<file path="src/rtl/beam_pos_pkg.sv">
package beam_pos_pkg;

  typedef enum logic [1:0] {
    ADDR_CONTROL = 2'd0,
    ADDR_STATUS  = 2'd1,
    ADDR_HCAP    = 2'd2,
    ADDR_VCAP    = 2'd3
  } regSel_e;

  typedef enum logic [1:0] {
    GFX_NORMAL      = 2'd0,
    GFX_HIRES       = 2'd1,
    GFX_EXCL_NORMAL = 2'd2,
    GFX_EXCL_HIRES  = 2'd3
  } gfxMode_e;

  // control word bit positions
  localparam int unsigned CTL_SRC_BIT    = 9;
  localparam int unsigned CTL_SYNC_BIT   = 8;
  localparam int unsigned CTL_AREA_BIT   = 1;
  localparam int unsigned CTL_SCREEN_BIT = 0;

  // status word bit positions
  localparam int unsigned ST_LATCH_BIT = 9;
  localparam int unsigned ST_SYNC_BIT  = 8;
  localparam int unsigned ST_VBL_BIT   = 3;
  localparam int unsigned ST_HBL_BIT   = 2;
  localparam int unsigned ST_ODD_BIT   = 1;
  localparam int unsigned ST_PAL_BIT   = 0;

  typedef struct packed {
    logic wrControl;   // host writes control word
    logic capture;     // take a counter snapshot this cycle
    logic extCapture;  // snapshot came from the external strobe
    logic setSync;     // sync-lock event accepted
    logic clrFlags;    // status word read
    logic rdLoad;      // load read data register
  } ctrlStrobe_t;

endpackage

</file>
<file path="src/rtl/beam_pos_ctrl.sv">
module beam_pos_ctrl
  import beam_pos_pkg::*;
#(
  parameter int unsigned SYNC_STAGES = 2
) (
  input  logic        clk,
  input  logic        rstN,
  input  logic        hostRd,
  input  logic        hostWr,
  input  logic [1:0]  hostAddr,
  input  logic        srcExternal,
  input  logic        syncInputEn,
  input  logic        extLatchIn,
  input  logic        syncLockPulse,
  output ctrlStrobe_t strobe
);

  localparam int unsigned TOP = SYNC_STAGES - 1;

  logic [SYNC_STAGES-1:0] syncChain;
  logic                   prevLevel;
  logic                   extEdge;

  generate
    for (genvar s = 0; s < SYNC_STAGES; s++) begin : g_sync
      if (s == 0) begin : g_first
        always_ff @(posedge clk or negedge rstN) begin
          if (!rstN) syncChain[0] <= 1'b0;
          else       syncChain[0] <= extLatchIn;
        end
      end else begin : g_next
        always_ff @(posedge clk or negedge rstN) begin
          if (!rstN) syncChain[s] <= 1'b0;
          else       syncChain[s] <= syncChain[s-1];
        end
      end
    end
  endgenerate

  always_ff @(posedge clk or negedge rstN) begin
    if (!rstN) prevLevel <= 1'b0;
    else       prevLevel <= syncChain[TOP];
  end

  assign extEdge = syncChain[TOP] & ~prevLevel;

  logic ctlRead;
  assign ctlRead = hostRd && (regSel_e'(hostAddr) == ADDR_CONTROL);

  always_comb begin
    strobe            = '0;
    strobe.wrControl  = hostWr && (regSel_e'(hostAddr) == ADDR_CONTROL);
    strobe.extCapture = extEdge && srcExternal;
    strobe.capture    = (ctlRead && !srcExternal) || strobe.extCapture;
    strobe.setSync    = syncLockPulse && syncInputEn;
    strobe.clrFlags   = hostRd && (regSel_e'(hostAddr) == ADDR_STATUS);
    strobe.rdLoad     = hostRd;
  end

endmodule

</file>
<file path="src/rtl/beam_pos_dp.sv">
module beam_pos_dp
  import beam_pos_pkg::*;
#(
  parameter int unsigned DATA_W = 16,
  parameter int unsigned CNT_W  = 10
) (
  input  logic              clk,
  input  logic              rstN,
  input  ctrlStrobe_t       strobe,
  input  logic [1:0]        hostAddr,
  input  logic [DATA_W-1:0] hostWdata,
  input  logic [CNT_W-1:0]  hPos,
  input  logic [CNT_W-1:0]  vPos,
  input  logic              hBlank,
  input  logic              vBlank,
  input  logic              fieldOdd,
  input  logic              dispOn,
  input  logic              interlaceOn,
  input  logic              doubleDensity,
  input  logic [1:0]        gfxMode,
  input  logic              palSystem,
  output logic              srcExternal,
  output logic              syncInputEn,
  output logic              areaAll,
  output logic              screenEn,
  output logic [DATA_W-1:0] hostRdata
);

  logic [CNT_W-1:0]  capH, capV, packedH, packedV;
  logic              latchFlag, syncFlag;
  logic [DATA_W-1:0] rdNext;
  logic              unusedWdata;

  assign unusedWdata = ^hostWdata;

  // H packing by graphic mode
  always_comb begin
    packedH = '0;
    unique case (gfxMode_e'(gfxMode))
      GFX_NORMAL:      packedH = {hPos[CNT_W-2:0], 1'b0};
      GFX_HIRES:       packedH = hPos;
      GFX_EXCL_NORMAL: packedH = {1'b0, hPos[CNT_W-2:0]};
      GFX_EXCL_HIRES:  packedH = {1'b0, hPos[CNT_W-1:1]};
      default:         packedH = '0;
    endcase
  end

  // V packing: double-density interlace carries the field in bit 0
  always_comb begin
    if (interlaceOn && doubleDensity) packedV = {vPos[CNT_W-2:0], ~fieldOdd};
    else                              packedV = vPos;
  end

  always_ff @(posedge clk or negedge rstN) begin
    if (!rstN) begin
      srcExternal <= 1'b0;
      syncInputEn <= 1'b0;
      areaAll     <= 1'b0;
      screenEn    <= 1'b0;
    end else if (strobe.wrControl) begin
      srcExternal <= hostWdata[CTL_SRC_BIT];
      syncInputEn <= hostWdata[CTL_SYNC_BIT];
      areaAll     <= hostWdata[CTL_AREA_BIT];
      screenEn    <= hostWdata[CTL_SCREEN_BIT];
    end
  end

  always_ff @(posedge clk or negedge rstN) begin
    if (!rstN) begin
      capH <= '0;
      capV <= '0;
    end else if (strobe.capture) begin
      capH <= packedH;
      capV <= packedV;
    end
  end

  // sticky flags: set has priority over read-clear
  always_ff @(posedge clk or negedge rstN) begin
    if (!rstN) begin
      latchFlag <= 1'b0;
      syncFlag  <= 1'b0;
    end else begin
      if (strobe.extCapture)    latchFlag <= 1'b1;
      else if (strobe.clrFlags) latchFlag <= 1'b0;
      if (strobe.setSync)       syncFlag  <= 1'b1;
      else if (strobe.clrFlags) syncFlag  <= 1'b0;
    end
  end

  always_comb begin
    rdNext = '0;
    unique case (regSel_e'(hostAddr))
      ADDR_CONTROL: begin
        rdNext[CTL_SRC_BIT]    = srcExternal;
        rdNext[CTL_SYNC_BIT]   = syncInputEn;
        rdNext[CTL_AREA_BIT]   = areaAll;
        rdNext[CTL_SCREEN_BIT] = screenEn;
      end
      ADDR_STATUS: begin
        rdNext[ST_LATCH_BIT] = latchFlag;
        rdNext[ST_SYNC_BIT]  = syncFlag;
        rdNext[ST_VBL_BIT]   = vBlank | ~dispOn;
        rdNext[ST_HBL_BIT]   = hBlank;
        rdNext[ST_ODD_BIT]   = fieldOdd | ~interlaceOn;
        rdNext[ST_PAL_BIT]   = palSystem;
      end
      ADDR_HCAP: rdNext[CNT_W-1:0] = capH;
      ADDR_VCAP: rdNext[CNT_W-1:0] = capV;
      default:   rdNext = '0;
    endcase
  end

  always_ff @(posedge clk or negedge rstN) begin
    if (!rstN)              hostRdata <= '0;
    else if (strobe.rdLoad) hostRdata <= rdNext;
  end

endmodule

</file>
<file path="src/rtl/beam_pos_capture.sv">
module beam_pos_capture
  import beam_pos_pkg::*;
#(
  parameter int unsigned DATA_W      = 16,
  parameter int unsigned CNT_W       = 10,
  parameter int unsigned SYNC_STAGES = 2
) (
  input  logic              clk,
  input  logic              rstN,
  input  logic              hostRd,
  input  logic              hostWr,
  input  logic [1:0]        hostAddr,
  input  logic [DATA_W-1:0] hostWdata,
  output logic [DATA_W-1:0] hostRdata,
  input  logic [CNT_W-1:0]  hPos,
  input  logic [CNT_W-1:0]  vPos,
  input  logic              hBlank,
  input  logic              vBlank,
  input  logic              fieldOdd,
  input  logic              dispOn,
  input  logic              interlaceOn,
  input  logic              doubleDensity,
  input  logic [1:0]        gfxMode,
  input  logic              palSystem,
  input  logic              extLatchIn,
  input  logic              syncLockPulse,
  output logic              extSyncEn,
  output logic              areaSelAll,
  output logic              extScreenEn
);

  ctrlStrobe_t strobe;
  logic        srcExternal;

  beam_pos_ctrl #(.SYNC_STAGES(SYNC_STAGES)) ctrl_i (
    .clk           (clk),
    .rstN          (rstN),
    .hostRd        (hostRd),
    .hostWr        (hostWr),
    .hostAddr      (hostAddr),
    .srcExternal   (srcExternal),
    .syncInputEn   (extSyncEn),
    .extLatchIn    (extLatchIn),
    .syncLockPulse (syncLockPulse),
    .strobe        (strobe)
  );

  beam_pos_dp #(.DATA_W(DATA_W), .CNT_W(CNT_W)) dp_i (
    .clk           (clk),
    .rstN          (rstN),
    .strobe        (strobe),
    .hostAddr      (hostAddr),
    .hostWdata     (hostWdata),
    .hPos          (hPos),
    .vPos          (vPos),
    .hBlank        (hBlank),
    .vBlank        (vBlank),
    .fieldOdd      (fieldOdd),
    .dispOn        (dispOn),
    .interlaceOn   (interlaceOn),
    .doubleDensity (doubleDensity),
    .gfxMode       (gfxMode),
    .palSystem     (palSystem),
    .srcExternal   (srcExternal),
    .syncInputEn   (extSyncEn),
    .areaAll       (areaSelAll),
    .screenEn      (extScreenEn),
    .hostRdata     (hostRdata)
  );

endmodule

</file>
<file path="config.mk">
export PLATFORM = sky130hd
export DESIGN_NAME = beam_pos_capture
export DESIGN_NICKNAME = d
export VERILOG_FILES = /design/src/rtl/beam_pos_pkg.sv /design/src/rtl/beam_pos_ctrl.sv /design/src/rtl/beam_pos_dp.sv /design/src/rtl/beam_pos_capture.sv
export SDC_FILE = /design/constraint.sdc
export NUM_CORES = 1
export LEC_CHECK = 0
export BUFFER_PORTS_ARGS = -buffer_cell sky130_fd_sc_hd__buf_2
export CAP_MARGIN = 40
export CORE_ASPECT_RATIO = 0.8
export CORE_MARGIN = 10
export CORE_UTILIZATION = 30
export CTS_BUF_LIST = sky130_fd_sc_hd__clkbuf_4
export CTS_CLUSTER_DIAMETER = 120
export DETAILED_ROUTE_END_ITERATION = 12
export PLACE_DENSITY = 0.52
export REMOVE_ABC_BUFFERS = 1
export SETUP_SLACK_MARGIN = 0.2
export SLEW_MARGIN = 5
export SYNTH_ARGS = -nofsm -noshare
export SYNTH_HDL_FRONTEND = slang
export SYNTH_SLANG_ARGS = --single-unit
</file>
<file path="constraint.sdc">
create_clock -name clk -period 2.3 [get_ports clk]
set_input_delay 0 -clock clk [delete_from_list [all_inputs] [get_ports clk]]
set_output_delay 0 -clock clk [all_outputs]
set_load 0.1 [all_outputs]
</file>
; ---- Yosys cells after proc, flatten, opt, wreduce, memory -nomap -nowiden
; Index checks and enable logic that the tools add are counted.
[word_totals]
out_inout_bits = 19
input_bits = 53
elab_cells = 47
reg_bits = 39
[classes]
bitwise_logic = 7
eq_ne = 6
mux = 9
reduce_logical = 13
[ops]
columns = operator, count
row1 = 10-bit case mux with 4 select lines, 1
row2 = 2-bit case mux with 4 select lines, 2
row3 = 10-bit two-way mux, 1
row4 = "2-bit equality test, second input constant", 4
row5 = 4-bit case mux with 2 select lines, 1
row6 = 1-bit logical AND, 7
row7 = 2-bit case mux with 3 select lines, 1
row8 = "2-bit by 1-bit equality test with 1-bit output, second input constant", 2
row9 = 2-bit zero test, 2
row10 = 1-bit inverter, 4
row11 = 2-bit nonzero test, 2
row12 = 1-bit two-way mux, 3
row13 = 1-bit bitwise OR, 2
row14 = 1-bit bitwise AND, 1
row15 = 1-bit zero test, 1
row16 = 1-bit logical OR, 1

; ---- Depth between registers and ports, before layout
[depth]
word_depth = 4
depth_mapped = 5
mapped_depth_nobuf = 3

; ---- By module
; Synthesis repeated with hierarchy kept, for this count alone.
[unflattened]
hier_cells = 170
area_unflattened_um2 = 1939.4
[modules_own_cells]
columns = mod, instances, area_per_inst_um2, seq_area_each_um2, cells_each
row1 = beam_pos_dp, 1, 1810.5, 900.9, 160
row2 = beam_pos_ctrl, 1, 128.9, 75.1, 10

; ---- Worst setup path before layout
; OpenSTA, ideal clock, no wires.
[synth_timing]
path_type = register -> register
from = register dp_i.syncInputEn
to = register dp_i.hostRdata[8]
n_path_buf = 0
stages_incl_launch_ff = 3
synth_period_minus_slack_ns = 1.690
arrival_time_ns = 1.565
setup_ns = 0.125
path_slack_ns = 0.610
required_time_ns = 2.175
cell_sequence = dfrtp_1 > mux4_2 > mux2_2
[synth_between]
elab_chain_cells = 1
[synth_lines]
columns = element, line_no
row1 = "start, declared", beam_pos_dp.sv:23  ; output logic syncInputEn,
row2 = "start signal, assigned", beam_pos_dp.sv:62  ; syncInputEn <= hostWdata[CTL_SYNC_BIT];
row3 = 2-bit case mux with 4 select lines, beam_pos_dp.sv:93  ; unique case (regSel_e'(hostAddr))
row4 = "end signal, assigned", beam_pos_dp.sv:116  ; else if (strobe.rdLoad) hostRdata <= rdNext;
row5 = "end, declared", beam_pos_dp.sv:26  ; output logic [DATA_W-1:0] hostRdata
; No other way between the ends.
; A chain may end at the register's enable or synchronous reset.

; ---- Final worst setup path
[layout_timing]
from = register dp_i.srcExternal
to = register dp_i.capV[1]
[layout_between]
elab_chain_cells = 3
elab_cells_between_ends = 4
cone_classes = reduce/logical (4)
[layout_lines]
columns = element, line_no
row1 = "start, declared", beam_pos_dp.sv:22  ; output logic srcExternal,
row2 = "start signal, assigned", beam_pos_dp.sv:61  ; srcExternal <= hostWdata[CTL_SRC_BIT];
row3 = 1-bit zero test, beam_pos_ctrl.sv:54  ; strobe.capture = (ctlRead && !srcExternal) || strobe.extCapture;
row4 = 1-bit logical AND, beam_pos_ctrl.sv:54
row5 = 1-bit logical OR (*), beam_pos_ctrl.sv:54
row6 = "end signal, assigned", beam_pos_dp.sv:74  ; capV <= packedV;
row7 = "end, declared", beam_pos_dp.sv:29  ; logic [CNT_W-1:0] capH, capV, packedH, packedV;
; Mark *: on every way between the ends. The rest lies on a longest branch, timed or not.

==> metrics.yaml <==
yosys:
  avgSynthCellArea_um2: 14.08
  yosys.cell_types.count: 22
  synthCells: 148
  yosysSeqAreaShare: 0.4682
  synth_area_um2: 2084
  synth_seq_cells: 39
  yosysWarnings: 0
power:
  power_density_nw_per_um2: 932.0
  fin_total_pwr_mw: 2.379
  ir_drop_v: 0.0002651
  leakage_nw: 1.257
timing:
  setup_viol: 0
  fin_skew_ps: 12.89
  whs_ps: 13.70
  fin_tns_setup_ps: 0
  slew_viol_final: 0
  grt_setup_unrepaired: "false"
  fin_crit_sh: 0.6540
  hold_viol: 0
  fin_crit_ps: 1504
  fmax_mhz: 664.8
clocking:
  post-cts-setup-buffers: 0
  clock-root-buffer: "clkbuf_4"
  clk_pin_slew_worst_paths_ps: 120
  clock-sinks: 39
  htree_levels: 2
  cts_tree: "yes"
  cts_resized: 0
  cts_made_buffers: 5
  clockBufferDepth: 2
  cts-hold-fix-buffers: 9
  clkLatencyLatePin_ps: 350
finish:
  fin_cells: 298
  finalNetCount: 263
  syn2layout_area_growth_pct: 22.45
  fin_area_um2: 2552
  drive_above_1_share: 0.4976
  n_antenna_cell: 0
worst_setup_path:
  crit_type: "reg2reg"
  cp-end-kind: "flop"
  startpoint_type: "flop"
  worstPathRequired_ps: 2540
  cpMaxStageDelayCell: "dfrtp_1"
  crit_chain: "o41a_1, buf_4, mux2_4"
  path_max_fanout: 20
  crit_path_max_incr_delay_ps: 430
  ff2ff_setup_slack_ps: 800
  arrival_ps: 1740
drt:
  wl_met3_um: 343
  dr_wl_met2_um: 1933
  totalWireLength_um: 4794
  wl_per_cell_um: 16.09
  ant_nets: 0
  vias: 1363
  dr.first_iter.drc_count: 58
  drc: 0
  dr.pass1.iters: 4
  drt-met1-wl_um: 2460
  routed_via_density: 4.574
  highest_layer: "met4"
placed_design:
  place_area_um2: 2410
  dp_hpwl_um: 3618
  gp_congestion: 0.7041
  placed_cells: 281
  port_buffers: 53
status:
  outcome: "finished clean"
flow_run:
  maxCapViolCount: 0
die:
  initial_core_util: 0.3055
  dieArea_um2: 10700
  io_pins: 72
  die_h_um: 94.56
  num_rows: 27
  die_w_um: 113.2
  coreArea_um2: 6824
grt:
  antenna_found_initial: 0
  grt_pass1_wl_um: 7935
  grt_max_degree: 32
  grt_pass1_vias: 1477
  grt_remaining_overflow: 0
  grt_use_total: 0.09188
hold_path:
  hp-class: "in2reg"
-- critical path, delay by kind of cell (launching register included) --
kind / cells / cell delay, ps
flops: 1 / 430
compound gates: 1 / 370
mux: 1 / 330
buf+inv: 1 / 250
-- logic make-up after synthesis --
| group | count (synthesis) | share of synthesized area |
|---|---|---|
| compound gates | 10 | 0.03781 |
| mux | 66 | 0.4004 |
| simple gates | 17 | 0.04442 |
| other cells | 1 | 0.001799 |
| buf+inv | 15 | 0.04741 |
| flops | 39 | 0.4682 |
-- report_power, final --
part           switching [mW]  internal, mW
Clock                   0.221         0.125
Combinational           0.653         0.383
Sequential              0.117         0.881
-- placed cells by master, fill, tap and decap left out --
master and instances:
dfrtp_1 39, dlygate4sd3_1 9, conb_1 6, inv_1 1, nand2_1 7, nand2b_1 2, buf_12 1, nand3b_1 4
clkbuf_4 6, mux2_2 19, nor2_1 3, a31oi_1 3, clkinv_1 2, mux4_2 4, buf_2 53, nor3b_2 1
mux2_4 20, a21oi_1 1, a22o_1 1, buf_4 1, o41a_1 1, o2bb2ai_1 4, mux2i_1 23
-- layer usage --
layer	global-route usage	vias to the layer above
met5	0	-
met4	0.03481	0
met3	0.03105	6
met2	0.1269	48
met1	0.1286	657
li1	-	652
-- through the flow --
step	util	setup WS, ps
after floorplan	-	467.1
after global placement	0.3502	810.5
after detailed placement	0.3531	811.6
after CTS	0.3740	799.9
after global routing	0.3740	699.7
final	0.3740	795.8
-- final timing paths --
path	start	to	cells past startpoint
hold / removal	vPos[2]	dp_i.capV[3]	3
setup / recovery	dp_i.srcExternal	dp_i.capV[1]	3
max in group asynchronous	rstN	dp_i.hostRdata[1]	3
min in group asynchronous	rstN	dp_i.hostRdata[4]	2
setup reg to reg	dp_i.srcExternal	dp_i.capV[1]	3
hold reg to reg	ctrl_i.syncChain[0]	ctrl_i.syncChain[1]	0
-- flip-flops by register name, indices dropped and copies added, names as in the netlist, 2 cells and up --
name / count
dp_i.hostRdata: 10
dp_i.capV: 10
ctrl_i.syncChain: 2
dp_i.capH: 10
-- synth_stat cells --
master / n / area [um2]
dfrtp_1: 39 / 975.9
mux2i_1: 23 / 230.2
mux2_4: 20 / 300.3
mux2_2: 19 / 214.0
nand2_1: 7 / 26.28
buf_4: 6 / 45.04
buf_2: 4 / 20.02
mux4_2: 4 / 90.09
nand3b_1: 4 / 30.03
o2bb2ai_1: 4 / 35.03
a31oi_1: 3 / 18.77
nor2_1: 3 / 11.26
buf_6: 2 / 22.52
nand2b_1: 2 / 12.51
a21oi_1: 1 / 5.000
a22o_1: 1 / 8.760
buf_1: 1 / 3.750
clkbuf_1: 1 / 3.750
conb_1: 1 / 3.750
inv_1: 1 / 3.750
nor3b_2: 1 / 12.51
o41a_1: 1 / 11.26
-- layout make-up --
class,count,area (um2)
clock inverters,2,7.507
flip-flops and latches,39,975.9
fillers,687,4272
inverters,1,3.754
repair buffers,64,382.9
multi-input cells,99,1028
clock buffers,6,45.04
well taps,87,108.9
(Power assumes the default switching activity.)
